`config.mk`:
```
export PLATFORM = sky130hd
export DESIGN_NAME = dispatch_sel
export DESIGN_NICKNAME = d
export VERILOG_FILES = /design/src/rtl/dispatch_sel_pkg.sv /design/src/rtl/dispatch_slot_decode.sv /design/src/rtl/dispatch_age_scan.sv /design/src/rtl/dispatch_sel.sv
export SDC_FILE = /design/constraint.sdc
export NUM_CORES = 1
export LEC_CHECK = 0
export CAP_MARGIN = 20
export CORE_MARGIN = 2
export CORE_UTILIZATION = 53
export DETAILED_ROUTE_END_ITERATION = 10
export PLACE_DENSITY = 0.79
export SLEW_MARGIN = 20
export SYNTH_ARGS = -nofsm -noshare
export SYNTH_HDL_FRONTEND = slang
export SYNTH_SLANG_ARGS = --single-unit
```
`constraint.sdc`:
```
create_clock -name clk_i -period 0.8 [get_ports clk_i]
set_clock_uncertainty 0.05 [all_clocks]
set_input_delay 0.24 -clock clk_i [delete_from_list [all_inputs] [get_ports clk_i]]
set_output_delay 0.24 -clock clk_i [all_outputs]
set_load 0.05 [all_outputs]
```
`src/rtl/dispatch_sel_pkg.sv`:
```
package dispatch_sel_pkg;
  localparam int CLS_W   = 3;
  localparam int NUM_CLS = 1 << CLS_W;
  localparam int GRP_W   = 3;
  localparam int NUM_GRP = 1 << GRP_W;

  typedef enum logic [GRP_W-1:0] {
    GRP_BR  = 3'd0,
    GRP_INT = 3'd1,
    GRP_MC  = 3'd2,
    GRP_FA  = 3'd3,
    GRP_FB  = 3'd4,
    GRP_LS  = 3'd5
  } grp_e;

  // class code to cap group; integer pair and load/store pair share a cap
  function automatic grp_e grp_of(input logic [CLS_W-1:0] cls);
    unique case (cls)
      3'd0:        return GRP_BR;
      3'd1, 3'd2:  return GRP_INT;
      3'd3:        return GRP_MC;
      3'd4:        return GRP_FA;
      3'd5:        return GRP_FB;
      default:     return GRP_LS;
    endcase
  endfunction
endpackage

```
`src/rtl/dispatch_slot_decode.sv`:
```
module dispatch_slot_decode
  import dispatch_sel_pkg::*;
#(
  parameter int SLOTS = 6
) (
  input  logic [SLOTS-1:0]       vld_i,
  input  logic [SLOTS*CLS_W-1:0] cls_i,
  input  logic [NUM_CLS-1:0]     full_i,
  output logic [SLOTS-1:0]       elig_o,
  output logic [SLOTS*GRP_W-1:0] grp_o
);
  for (genvar s = 0; s < SLOTS; s++) begin : g_slot
    logic [CLS_W-1:0] cls;
    assign cls                      = cls_i[s*CLS_W +: CLS_W];
    assign elig_o[s]                = vld_i[s] & ~full_i[cls];
    assign grp_o[s*GRP_W +: GRP_W]  = grp_of(cls);
  end
endmodule

```
`src/rtl/dispatch_age_scan.sv`:
```
module dispatch_age_scan
  import dispatch_sel_pkg::*;
#(
  parameter int SLOTS     = 6,
  parameter int CNT_W     = 3,
  parameter int MAX_TOTAL = 5,
  parameter logic [NUM_GRP*CNT_W-1:0] CAPS = '0
) (
  input  logic [SLOTS-1:0]       elig_i,
  input  logic [SLOTS*GRP_W-1:0] grp_i,
  output logic [SLOTS-1:0]       gnt_o,
  output logic [CNT_W-1:0]       cnt_o
);
  logic [CNT_W-1:0] used [NUM_GRP];
  logic [CNT_W-1:0] total;
  logic [GRP_W-1:0] g;

  // oldest first; a capped op is skipped, scan continues
  always_comb begin
    for (int k = 0; k < NUM_GRP; k++) used[k] = '0;
    total = '0;
    gnt_o = '0;
    g     = '0;
    for (int s = 0; s < SLOTS; s++) begin
      g = grp_i[s*GRP_W +: GRP_W];
      if (elig_i[s] && (total < CNT_W'(MAX_TOTAL)) &&
          (used[g] < CAPS[g*CNT_W +: CNT_W])) begin
        gnt_o[s] = 1'b1;
        used[g]  = used[g] + 1'b1;
        total    = total + 1'b1;
      end
    end
    cnt_o = total;
  end
endmodule

```
`src/rtl/dispatch_sel.sv`:
```
module dispatch_sel
  import dispatch_sel_pkg::*;
#(
  parameter int SLOTS     = 6,
  parameter int MAX_TOTAL = 5,
  parameter int CAP_BR    = 1,
  parameter int CAP_INT   = 2,
  parameter int CAP_MC    = 2,
  parameter int CAP_FA    = 1,
  parameter int CAP_FB    = 1,
  parameter int CAP_LS    = 2,
  localparam int CNT_W    = $clog2(SLOTS + 1)
) (
  input  logic                   clk_i,
  input  logic                   rst_ni,
  input  logic                   flush_i,
  input  logic [SLOTS-1:0]       slot_vld_i,
  input  logic [SLOTS*CLS_W-1:0] slot_cls_i,
  input  logic [NUM_CLS-1:0]     q_full_i,
  output logic [SLOTS-1:0]       grant_o,
  output logic [CNT_W-1:0]       grant_cnt_o,
  output logic [NUM_CLS-1:0]     q_wr_en_o
);
  localparam logic [NUM_GRP*CNT_W-1:0] CAPS = {
    CNT_W'(0), CNT_W'(0), CNT_W'(CAP_LS), CNT_W'(CAP_FB),
    CNT_W'(CAP_FA), CNT_W'(CAP_MC), CNT_W'(CAP_INT), CNT_W'(CAP_BR)};

  logic [SLOTS-1:0]       elig;
  logic [SLOTS*GRP_W-1:0] grp;
  logic [SLOTS-1:0]       gnt_d;
  logic [CNT_W-1:0]       cnt_d;
  logic [NUM_CLS-1:0]     wr_d;

  dispatch_slot_decode #(.SLOTS(SLOTS)) u_dec (
    .vld_i  (slot_vld_i),
    .cls_i  (slot_cls_i),
    .full_i (q_full_i),
    .elig_o (elig),
    .grp_o  (grp)
  );

  dispatch_age_scan #(
    .SLOTS(SLOTS), .CNT_W(CNT_W), .MAX_TOTAL(MAX_TOTAL), .CAPS(CAPS)
  ) u_scan (
    .elig_i (elig),
    .grp_i  (grp),
    .gnt_o  (gnt_d),
    .cnt_o  (cnt_d)
  );

  always_comb begin
    wr_d = '0;
    for (int s = 0; s < SLOTS; s++)
      if (gnt_d[s]) wr_d[slot_cls_i[s*CLS_W +: CLS_W]] = 1'b1;
  end

  always_ff @(posedge clk_i or negedge rst_ni) begin
    if (!rst_ni) begin
      grant_o     <= '0;
      grant_cnt_o <= '0;
      q_wr_en_o   <= '0;
    end else if (flush_i) begin
      grant_o     <= '0;
      grant_cnt_o <= '0;
      q_wr_en_o   <= '0;
    end else begin
      grant_o     <= gnt_d;
      grant_cnt_o <= cnt_d;
      q_wr_en_o   <= wr_d;
    end
  end

  // ---------------- assertions ----------------
  function automatic int grp_load(input logic [SLOTS-1:0] gm,
                                  input logic [SLOTS*CLS_W-1:0] cv,
                                  input int gi);
    int n = 0;
    for (int s = 0; s < SLOTS; s++)
      if (gm[s] && (int'(grp_of(cv[s*CLS_W +: CLS_W])) == gi)) n++;
    return n;
  endfunction

  AST_TOTAL_CAP: assert property (@(posedge clk_i) disable iff (!rst_ni)
    int'(grant_cnt_o) <= MAX_TOTAL);

  for (genvar gi = 0; gi < NUM_GRP; gi++) begin : g_cap_chk
    AST_GROUP_CAP: assert property (@(posedge clk_i) disable iff (!rst_ni)
      grp_load(gnt_d, slot_cls_i, gi) <= int'(CAPS[gi*CNT_W +: CNT_W]));
  end

  for (genvar c = 0; c < NUM_CLS; c++) begin : g_full_chk
    AST_FULL_BLOCK: assert property (@(posedge clk_i) disable iff (!rst_ni)
      q_full_i[c] |=> !q_wr_en_o[c]);
  end

  AST_FLUSH_IDLE: assert property (@(posedge clk_i) disable iff (!rst_ni)
    flush_i |=> (grant_o == '0 && q_wr_en_o == '0));

  AST_NO_INVALID: assert property (@(posedge clk_i) disable iff (!rst_ni)
    1'b1 |=> ((grant_o & ~$past(slot_vld_i)) == '0));

  AST_COUNT_MATCH: assert property (@(posedge clk_i) disable iff (!rst_ni)
    $countones(grant_o) == int'(grant_cnt_o));
endmodule

```
==> reports/results.env, run 1 <==
CTS-HTREE-LEVELS=1
RUN_STATUS='did not finish'
YOSYS.AREA_SHARE.SIMPLE=0.309
SYNTHDOMINANTCELLAREASHARE=0.0904
DIE_W_UM=98.2
SYNTHESIZED_FLOP_AND_LATCH_TOTAL=17
DOMINANT_COMBINATIONAL_CELL_FAMILY_BY_AREA_AFTER_SYNTHESIS='compound AO/OA/AOI/OAI gates'
DPL_CELL_AREA_SQ_UM=7650
COMPOUND_GATE_PORTION_OF_THE_SYNTHESIZED_AREA=0.356
SYNTH.LIB_CELLS_USED.DISTINCT=97
SYN_AVG_CELL_AREA_SQ_UM=6.99
YS.FLOP_TYPE='sky130_fd_sc_hd__dfrtp_1'
SYNTH.CELLS.MOST_FREQUENT='77 x sky130_fd_sc_hd__nor2_1, 69 x sky130_fd_sc_hd__nand2_1, 48 x sky130_fd_sc_hd__a21oi_1'
PLACE.GP.CONGESTION=1.16
HOLDBUFCOUNTCTS=0
CLOCKBUFFERDEPTH=2
NUMBER_OF_PORTS_PLACED_ON_THE_DIE_BOUNDARY=52
START_UTIL=0.542
SYNTHMUXAREASHARE=0.0779
HALTSTAGE='global routing (5_1_grt)'
GRT_OVERFLOW=123
CTSROOTBUFFERMASTER='sky130_fd_sc_hd__clkbuf_8'
ROWS=34
PIN_COUNT_OF_THE_BIGGEST_NET_ENTERING_GLOBAL_ROUTING=18
DETAILED_PLACE_HPWL_MM=21.3
YOSYSWARNINGS=0
SYNTH_AREA_LEADER_CELL='sky130_fd_sc_hd__dfrtp_1'
TRITONCTS.NUM_BUFFERS=3
CELL_WITH_THE_MOST_INSTANCES_AFTER_SYNTHESIS='sky130_fd_sc_hd__nor2_1'
SYNTHESIS.INSTANCES=673
TRITONCTS_NUM_SINKS=17
YOSYSSEQAREASHARE=0.0904
GROUTE.USAGE.OVERALL=0.840
SYNTH-EDFF-COUNT=0
FLOORPLAN.DIE.HEIGHT_UM=98.2
SYNTH_AREA_SQ_UM=4700
GRT_PASS1_VIAS=10200
SYNTH-ASYNC-RESET-RATIO=1.00
PORT-BUFFER-COUNT=51
POSTSYNTHNETCOUNT=732
SYNTH.TOP_CELLS.BY_AREA='sky130_fd_sc_hd__dfrtp_1 9.0%, sky130_fd_sc_hd__ha_1 6.4%, sky130_fd_sc_hd__nor2_1 6.1%'
SYNTH-ADDER-AREA-SHARE=0.0638
GRT_PASS1_WL_MM=63.1
FIRSTERROR='[ERROR GRT-0116] Global routing finished with congestion. Check the congestion regions in the DRC Viewer.'
SYNTHXORXNORAREAFRAC=0.0242
## what timing repair did
item / 4_1_cts
endpoints found under the hold margin: 0
gates resized for setup: 79
pin swaps: 39
cloned: 0
setup endpoints to repair: 34
setup buffers: 40
## per-layer routing
metal  GRT overflow  GRT usage
met1              1      0.817
met2             66      0.989
met3              2      0.701
met4             54      0.920
met5              0      0.251
## cell families after synthesis
group | count (synthesis)
AOI/OAI and AO/OA | 226
DFF | 17
and+or+nand+nor | 284
buffers and inverters | 76
adders and majority gates | 24
muxes | 33
xor gates and xnor gates | 13
## metrics by stage
step                      setup slack (ns)  cells  TNS, ns  hold slack, ns
after floorplan                      -8.69    673  -119.09          -0.106
after global placement               -8.76   1082  -123.15           0.537
after detailed placement             -9.45   1082  -133.05           0.550
after CTS                            -8.77   1125  -126.37           0.287
==> inputs of run 2 (changes only) <==
Settings changed: CORE_UTILIZATION 53 to 40, PLACE_DENSITY 0.79 to default, PLACE_DENSITY_LB_ADDON from default to 0.15.
Clock period 0.8 ns to 1.04 ns, I/O delays scaled along.
==> run 2 against run 1 <==
The flow now finishes, with violations (negative setup slack); synthesized cell count unchanged; area after synthesis unchanged.
==> reports/results.env, run 2 <==
RUN_STATUS='complete, but fails checks'
FAILED_CHECKS='negative setup slack'
DPL.CELL_COUNT=1118
SYNTHESIS.INSTANCES=673
POWER_DENSITY_nW_PER_UM2=812
DETAIL_ROUTE.DRC_VIOLATIONS=0
DRIVE_ABOVE_1_SHARE=0.455
NETS=1084
FLOORPLAN.DIE.HEIGHT_UM=112
MULTIINPUTGATEAREA_SQ_UM=4270
YS.FLOP_TYPE='sky130_fd_sc_hd__dfrtp_1'
DPL_CELL_AREA_SQ_UM=7680
IR_WORST_VDD_V=0.00172
ROUTED_WIRE_LENGTH_PER_INSTANCE_UM=21.0
ANTENNA-DIODE-COUNT=0
START_UTIL=0.410
SLOWEST_STAGE='sky130_fd_sc_hd__nor4_4'
DIE-AREA_SQ_UM=12600
MAX_CAP_VIOLATIONS=0
REQUIRED_TIME_WORST_ENDPOINT_NS=1.17
SYNTH.TOP_CELLS.BY_AREA='sky130_fd_sc_hd__dfrtp_1 9.0%, sky130_fd_sc_hd__ha_1 6.4%, sky130_fd_sc_hd__nor2_1 6.1%'
DIE_W_UM=112
DRTITER0DRC=718
LARGEST-REGISTER='q_wr_en_o'
STORAGE_ELEMENT_AREA_SQ_UM=425
GRT_PASS1_VIAS=6931
FILLCELLCOUNT=935
CORE_SQ_UM=11500
LAUNCHING_ELEMENT_TYPE_OF_THE_CRITICAL_PATH='primary input'
PIN_COUNT_OF_THE_BIGGEST_NET_ENTERING_GLOBAL_ROUTING=18
WORST-ENDPOINT-ARRIVAL_NS=9.76
TRITONCTS_NUM_SINKS=17
ANTENNA_VIOLATIONS_BEFORE_REPAIR=0
NUMBER_OF_VIAS_AFTER_DETAILED_ROUTING=7030
CELL_WITH_THE_MOST_INSTANCES_AFTER_SYNTHESIS='sky130_fd_sc_hd__nor2_1'
CRIT_PATH_MAX_INCR_DELAY_NS=0.42
FINALMAXSLEWVIOLATIONS=0
ROWS=39
SETUP_WS_NS=-8.59
LARGEST_REGISTER_FF_COUNT=8
POSTSYNTHNETCOUNT=732
AVGVIACOUNTPERCELL=6.02
CTS_TREE='built'
SYNTH.CELLS.MOST_FREQUENT='77 x sky130_fd_sc_hd__nor2_1, 69 x sky130_fd_sc_hd__nand2_1, 48 x sky130_fd_sc_hd__a21oi_1'
GRT_SETUP_UNREPAIRED='true'
GRT_PASS1_WL_MM=37.3
NUMBER_OF_PORTS_PLACED_ON_THE_DIE_BOUNDARY=52
SYNTHESIZED_FLOP_AND_LATCH_TOTAL=17
WORSTMARGINPINSLEW_NS=0.869
LAYOUTNONFILLERINSTCOUNT=1167
SYNTHDOMINANTCELLAREASHARE=0.0904
HOLD_PATH_CLASS='primary input to async pin'
TRITONCTS.NUM_BUFFERS=3
ENDPOINT_KIND='flop'
CRITICAL-PATH-TOP-CELL-BY-COUNT='sky130_fd_sc_hd__buf_4'
SYNTH_AREA_SQ_UM=4700
FINAL_MIN_PERIOD_OVER_CLOCK_PERIOD=9.26
PORT-BUFFER-COUNT=51
ANT_NETS=0
SYNTHTOLAYOUTAREAGROWTH_PCT=78.0
SYNTH-EDFF-COUNT=0
MAX_CLOCK_FREQ_MHz=104
YOSYSWARNINGS=0
SYNTH-ASYNC-RESET-RATIO=1.00
PLACE.GP.CONGESTION=1.01
SLEW-LIMIT-HEADROOM=0.406
GRT_OVERFLOW=0
REPORT.FINAL.SETUP_VIOL=34
SYNTH_AREA_LEADER_CELL='sky130_fd_sc_hd__dfrtp_1'
GROUTE.USAGE.OVERALL=0.371
DETAILED_PLACE_HPWL_MM=19.4
CTS-HTREE-LEVELS=1
DR.PASS1.ITERS=5
CLOCKBUFFERDEPTH=2
HOLD_VIOL=0
LAYOUT_COMMON_CELLS='334 x sky130_fd_sc_hd__buf_4, 62 x sky130_fd_sc_hd__nor2_1, 62 x sky130_fd_sc_hd__nand2_1'
SYN_AVG_CELL_AREA_SQ_UM=6.99
CRITICAL_PATH_PEAK_FANOUT=7
CTSROOTBUFFERMASTER='sky130_fd_sc_hd__clkbuf_16'
LARGEST_REGISTERS_IN_THE_FINAL_LAYOUT='q_wr_en_o (8), grant_o (6), grant_cnt_o (3)'
STDCELL_AREA_SQ_UM=8370
STATIC-LEAKAGE-POWER_nW=3.75
HOLDBUFCOUNTCTS=0
SYNTH.LIB_CELLS_USED.DISTINCT=97
YOSYSSEQAREASHARE=0.0904
DRT-TOTAL-WL_MM=24.5
CLK_PIN_SLEW_WORST_PATHS_NS=0.05
LAYOUT_COMMONEST_CELL='sky130_fd_sc_hd__buf_4'
FIN_CRIT_NS=9.63
WORSTSETUPSTARTPOINT='slot_cls_i[1]'
CRITICALPATHCATEGORY='primary input to flop'
run 2: cell counts after synthesis:
No cell type changed its count.
run 2: layout make-up:
cell class                      count  area share
Timing Repair Buffer              395       0.396
Sequential cell                    17      0.0508
Clock inverter                      1    0.000598
Inverter                           28      0.0126
Tap cell                          143      0.0214
Clock buffer                        3     0.00897
Multi-Input combinational cell    580       0.510
run 2: timing repair:
action / 4_1_cts / 5_1_grt
gates resized for setup: 47 / 32
pin swaps: 35 / 34
hold endpoints to repair: 0 / 0
setup buffers: 31 / 15
setup endpoints to repair: 34 / 34
run 2: power breakdown:
| group | leakage (nW) | switching (mW) | total, mW | internal, mW |
|---|---|---|---|---|
| Combinational | 3.47 | 2.68 | 5.23 | 2.55 |
| Clock | 0.0409 | 0.267 | 0.783 | 0.515 |
| Sequential | 0.232 | 0.0555 | 0.782 | 0.726 |
| Total | 3.75 | 3.01 | 6.80 | 3.79 |
run 2: logic make-up (layout without fill, tap and decap cells):
family | Yosys count | count (layout) | share of synthesized area
AO/OA/AOI/OAI | 226 | 226 | 0.356
XOR/XNOR | 13 | 13 | 0.0242
adder cells (fa/ha/maj) | 24 | 24 | 0.0638
buffers and inverters | 76 | 427 | 0.0777
flip-flops | 17 | 17 | 0.0905
multiplexers | 33 | 33 | 0.0779
AND/OR/NAND/NOR | 284 | 284 | 0.309
run 2: per-layer routing:
layer  track usage  wire (um)  part of all wire
met5             0          0                 0
met4         0.121        836             0.034
met3        0.0319       1710             0.070
met2         0.616      11200              0.46
met1         0.512      10800              0.44
run 2: worst max-delay path by stage:
stage	endpoint	slack [ns]
2_1_floorplan	grant_cnt_o[0]	-8.52
3_3_place_gp	grant_cnt_o[1]	-8.84
3_5_place_dp	q_wr_en_o[2]	-9.18
4_1_cts	q_wr_en_o[2]	-8.57
5_1_grt	q_wr_en_o[6]	-9.02
6_report	q_wr_en_o[2]	-8.59
run 2: critical path: cells and delay by family:
family	cells	cell delay, ns
buffers and inverters	14	1.81
muxes	3	0.53
and+or+nand+nor	18	2.72
AOI/OAI and AO/OA	18	3.20
adders and majority gates	5	1.16
run 2: stage by stage:
step	total power, mW	util	hold WS (ns)	setup WS [ns]	setup TNS (ns)
after floorplan	3.13	-	-0.0336	-8.52	-116.10
after global placement	5.28	0.670	0.611	-8.84	-122.95
after detailed placement	5.37	0.670	0.609	-9.18	-127.86
after CTS	6.48	0.710	0.342	-8.57	-119.41
after global routing	7.11	0.730	0.361	-9.02	-125.73
final	6.80	0.730	0.340	-8.59	-119.22
Note: power is estimated with default switching activity, not from simulation.
